**src/rtl/irq_sel_pkg.sv**
```systemverilog
package irq_sel_pkg;
  localparam logic [1:0] PRIV_U = 2'd0;
  localparam logic [1:0] PRIV_S = 2'd1;
  localparam logic [1:0] PRIV_M = 2'd3;
endpackage

```
**src/rtl/irq_pend_reg.sv**
```systemverilog
module irq_pend_reg #(
  parameter int NUM_IRQ = 32
) (
  input  logic               clk,
  input  logic               rst_n,
  input  logic               upd_valid,
  input  logic [NUM_IRQ-1:0] upd_mask,
  input  logic [NUM_IRQ-1:0] upd_value,
  output logic [NUM_IRQ-1:0] pend_q,
  output logic               hard_req
);
  logic [NUM_IRQ-1:0] pend_nxt;
  logic               rise, fall;

  always_comb begin
    pend_nxt = pend_q;
    if (upd_valid) pend_nxt = (pend_q & ~upd_mask) | (upd_value & upd_mask);
    rise = (pend_q == '0) && (pend_nxt != '0);
    fall = (pend_q != '0) && (pend_nxt == '0);
  end

  always_ff @(posedge clk or negedge rst_n) begin
    if (!rst_n) begin
      pend_q   <= '0;
      hard_req <= 1'b0;
    end else begin
      pend_q <= pend_nxt;
      if (rise)      hard_req <= 1'b1;
      else if (fall) hard_req <= 1'b0;
    end
  end
endmodule

```
**src/rtl/irq_gate.sv**
```systemverilog
module irq_gate
  import irq_sel_pkg::*;
#(
  parameter int NUM_IRQ = 32
) (
  input  logic [NUM_IRQ-1:0] pend,
  input  logic [NUM_IRQ-1:0] ie_mask,
  input  logic [NUM_IRQ-1:0] deleg_mask,
  input  logic [1:0]         cur_priv,
  input  logic               m_gie,
  input  logic               s_gie,
  output logic [NUM_IRQ-1:0] admitted
);
  logic m_en, s_en;
  logic [NUM_IRQ-1:0] cand;

  always_comb begin
    m_en = (cur_priv < PRIV_M) || ((cur_priv == PRIV_M) && m_gie);
    s_en = (cur_priv < PRIV_S) || ((cur_priv == PRIV_S) && s_gie);
    cand = pend & ie_mask;
    admitted = (cand & ~deleg_mask & {NUM_IRQ{m_en}})
             | (cand &  deleg_mask & {NUM_IRQ{s_en}});
  end
endmodule

```
**src/rtl/irq_lsb_pick.sv**
```systemverilog
module irq_lsb_pick #(
  parameter int NUM_IRQ = 32,
  localparam int IDW = $clog2(NUM_IRQ)
) (
  input  logic [NUM_IRQ-1:0] bits,
  output logic               found,
  output logic [IDW-1:0]     idx
);
  always_comb begin
    found = 1'b0;
    idx   = '0;
    for (int i = NUM_IRQ - 1; i >= 0; i--) begin
      if (bits[i]) begin
        found = 1'b1;
        idx   = IDW'(i);
      end
    end
  end
endmodule

```
**src/rtl/irq_select_top.sv**
```systemverilog
module irq_select_top #(
  parameter int NUM_IRQ = 32,
  localparam int IDW = $clog2(NUM_IRQ)
) (
  input  logic               clk,
  input  logic               rst_n,
  input  logic [NUM_IRQ-1:0] ie_mask,
  input  logic [NUM_IRQ-1:0] deleg_mask,
  input  logic [1:0]         cur_priv,
  input  logic               m_gie,
  input  logic               s_gie,
  input  logic               upd_valid,
  input  logic [NUM_IRQ-1:0] upd_mask,
  input  logic [NUM_IRQ-1:0] upd_value,
  output logic [NUM_IRQ-1:0] pend_q,
  output logic               take_valid,
  output logic [IDW-1:0]     take_num,
  output logic               hard_req
);
  logic [NUM_IRQ-1:0] admitted;

  irq_pend_reg #(.NUM_IRQ(NUM_IRQ)) pend_i (
    .clk(clk), .rst_n(rst_n), .upd_valid(upd_valid), .upd_mask(upd_mask),
    .upd_value(upd_value), .pend_q(pend_q), .hard_req(hard_req)
  );

  irq_gate #(.NUM_IRQ(NUM_IRQ)) gate_i (
    .pend(pend_q), .ie_mask(ie_mask), .deleg_mask(deleg_mask),
    .cur_priv(cur_priv), .m_gie(m_gie), .s_gie(s_gie), .admitted(admitted)
  );

  irq_lsb_pick #(.NUM_IRQ(NUM_IRQ)) pick_i (
    .bits(admitted), .found(take_valid), .idx(take_num)
  );
endmodule

```
**config.mk**
```make
export PLATFORM = sky130hd
export DESIGN_NAME = irq_select_top
export DESIGN_NICKNAME = d
export VERILOG_FILES = /design/src/rtl/irq_sel_pkg.sv /design/src/rtl/irq_pend_reg.sv /design/src/rtl/irq_gate.sv /design/src/rtl/irq_lsb_pick.sv /design/src/rtl/irq_select_top.sv
export SDC_FILE = /design/constraint.sdc
export NUM_CORES = 1
export LEC_CHECK = 0
export ABC_AREA = 0
export CORE_ASPECT_RATIO = 0.7
export CORE_MARGIN = 8
export CORE_UTILIZATION = 50
export CTS_CLUSTER_SIZE = 24
export DETAILED_ROUTE_END_ITERATION = 10
export DONT_BUFFER_PORTS = 1
export SYNTH_ARGS = -nofsm -noshare
export SYNTH_HDL_FRONTEND = slang
export SYNTH_SLANG_ARGS = --single-unit
```
**constraint.sdc**
```tcl
create_clock -name clk -period 2.45 [get_ports clk]
set_input_delay 0.3675 -clock clk [delete_from_list [all_inputs] [get_ports clk]]
set_output_delay 0.3675 -clock clk [all_outputs]
set_load 0.1 [all_outputs]
```
==> flow_metrics.py <==
metrics = {
    "detailed_routing": {
        "drtIter0Drc": 273,
        "wirelength_met1_um": 4940,
        "postRouteAntennaNets": 0,
        "totalWireLength_um": 12200,
        "wl_per_cell_um": 24.7,
        "dr.pass1.iters": 5,
        "routed-wl-met2_um": 5610,
        "wl_met3_um": 1570,
        "viasPerCell": 6.79,
        "maxUsedRoutingLayer": "met4",
        "vias": 3370,
        "drc": 0,
    },
    "layout": {
        "final_common_cell": "nand2_1",
        "final_cell_mix": "nand2_1 (67), buf_4 (56), mux2_2 (33), nand3b_1 (19), dfrtp_2 (18)",
        "regArea_um2": 901,
        "syn2layout_area_growth_pct": 35.3,
        "multi_input_area_mm2": 0.00235,
        "antenna_cells": 0,
        "drive_gt1_frac": 0.449,
        "nets": 556,
        "fillers": 467,
        "final_util": 0.707,
    },
    "timing": {
        "slew_viol_final": 0,
        "layout_setup_ws_ns": -0.101,
        "period_share": 1.04,
        "finalSetupViolations": 4,
        "hold_viol": 0,
        "holdWs_ns": 0.243,
        "min_period_ns": 2.55,
        "skew_ns": 0.00426,
        "worstMarginPinSlew_ns": 0.896,
        "max_freq_mhz": 392,
        "rsz0062_at_grt": "yes",
        "slew_headroom": 0.403,
    },
    "run_status": {
        "violations": "negative setup slack",
        "outcome": "finished, violations left",
    },
    "worst_hold_path": {
        "holdPathEnd": "pend_i.pend_q[17]$_DFF_PN0_",
        "hold_path.class": "primary input to flip-flop",
        "hold_path_startpoint": "upd_value[17]",
        "whs_path_depth": 1,
    },
    "synth": {
        "postSynthCellCount": 363,
        "synth_warnings": 0,
        "synth_flop_cell": "dfrtp_1",
        "synthesis.area_mm2": 0.00301,
        "synth_edf_count": 0,
        "postSynthAreaPerCell_um2": 8.29,
        "synth.yosys.seq_area_share": 0.275,
        "synthTopCellsByArea": "dfrtp_1 (27%), mux2_2 (12%), nand2_1 (9.5%)",
        "synth.ff_latch_count": 33,
        "yosysUniqueCellTypes": 62,
        "yosys.area.top_type": "dfrtp_1",
        "synth_top_area_frac": 0.275,
        "async_flop_share": 1.00,
        "synth_fp_nets": 499,
    },
    "worst_setup_path": {
        "cp.arrival_ns": 2.18,
        "startpoint": "pend_i.pend_q[0]$_DFF_PN0_",
        "start_kind": "flip-flop",
        "required_ns": 2.08,
        "r2r-start": "pend_i.pend_q[0]$_DFF_PN0_",
        "criticalPathCategory": "flip-flop to primary output",
        "ff2ff_path_depth": 7,
        "r2r_setup_slack_ns": 0.10,
        "end_kind": "primary output",
        "r2r_end": "pend_i.hard_req$_DFFE_PN0P_",
        "critPathMaxFanout": 2,
    },
    "global_routing": {
        "grt_pass1_vias": 3285,
        "grt_use_total": 0.260,
        "antenna_found_initial": 0,
        "grt_pass1_wl_um": 17800,
        "grt_max_degree": 40,
        "globalRouteOverflowTotal": 0,
    },
    "place": {
        "place_congestion": 0.909,
        "place.port_buffers": 0,
        "dp_hpwl_um": 9570,
    },
    "power_and_ir_drop": {
        "total_power_mw": 3.08,
        "p_leak_nw": 1.55,
        "peakVddDrop_uv": 581,
        "p_per_area_mw_per_mm2": 756,
    },
    "clock_network": {
        "cts_tree": "done",
        "cts_buffers": 5,
        "path_clk_slew_ns": 0.08,
        "clock-sinks": 33,
        "ctsHtreeMaxLevel": 2,
        "cts_buffer_depth": 2,
        "clk-insertion-delay-late_ns": 0.29,
        "root_buffer": "clkbuf_8",
    },
    "die": {
        "die_y_um": 80.9,
        "pin_count": 174,
        "die_w_um": 109,
        "dieArea_mm2": 0.00879,
        "core-area_mm2": 0.00576,
        "num_rows": 23,
        "initial_utilization": 0.523,
    },
    "run": {
        "maxCapViolations": 0,
    },
}
==> worst max-delay path by stage <==
stage             endpoint  slack (ns)
6_report       take_num[1]       -0.10
5_1_grt        take_num[0]       -0.21
4_1_cts        take_num[0]       -0.08
3_5_place_dp   take_num[4]      -0.002
3_3_place_gp   take_num[1]        0.05
2_1_floorplan  take_num[0]       -0.75
==> metrics by stage <==
step	cell area, um^2	setup slack [ns]	instances	TNS, ns
floorplan	3190	-0.753	363	-1.08
global placement	3630	0.0547	473	0
detailed placement	3630	-0.00249	473	-0.00249
CTS	3870	-0.0808	489	-0.221
global route	4070	-0.210	496	-0.690
finish	4070	-0.101	496	-0.248
==> cell usage after synthesis (all sizes together) (2+ instances only) <==
cell	instances
o311ai	2
nand3	11
mux2	33
nand4	8
and3	3
o211ai	3
o21a	4
a221oi	4
a22oi	3
or2	2
inv	4
a41oi	3
dfrtp	33
nand2b	3
and2	8
a31oi	6
nor4	17
nor2	9
nand2	76
nor2b	6
a32oi	4
o2111ai	3
a21oi	16
o22ai	7
nand3b	19
o21ai	21
a211oi	10
nor3	6
a2111oi	3
buf	15
==> repair_timing <==
item                       CTS  global route
hold endpoints to repair    33             0
setup buffers                6             7
pin swaps                   11            17
gates resized for setup     13            27
setup endpoints to repair    6             7
hold buffers                 2             0
==> where the power goes <==
part / internal, mW / leakage (nW) / switching [mW]
clock: 0.302 / 0.0552 / 0.218
combinational: 0.566 / 1.13 / 1.23
sequential: 0.654 / 0.358 / 0.110
==> cell type report <==
class / count / share of cell area
repair buffers: 66 / 0.148
clock inverters: 2 / 0.00861
well taps: 75 / 0.0231
inverters: 4 / 0.00369
multi-input cells: 310 / 0.578
flip-flops and latches: 33 / 0.221
clock buffers: 6 / 0.0178
==> layer usage <==
metal,track usage,up-vias
li1,-,1508
met1,0.351,1623
met2,0.399,222
met3,0.0909,17
met4,0.0463,0
met5,0,-
==> logic make-up (layout without fill, tap and decap cells) <==
logic type | after synthesis | in the layout | share of synthesized area
and+or+nand+nor | 174 | 174 | 0.304
DFF | 33 | 33 | 0.275
buffers and inverters | 20 | 78 | 0.0433
muxes | 33 | 33 | 0.124
adders and majority gates | 1 | 1 | 0.00416
AOI/OAI and AO/OA | 102 | 102 | 0.250
==> sequential cells by signal (all words and copies together) (netlist names) <==
signal,count
pend_i.pend_q,32
pend_i.hard_req,1
==> worst max-delay path: stages, from the launching register on <==
cell	delay, ns
dfrtp_4	0.50
nand2_4	0.10
a211oi_4	0.04
a31oi_2	0.22
a21oi_2	0.11
or4b_4	0.54
o21ai_4	0.19
buf_12	0.19
No activity file was read; power rests on OpenSTA's default activity.
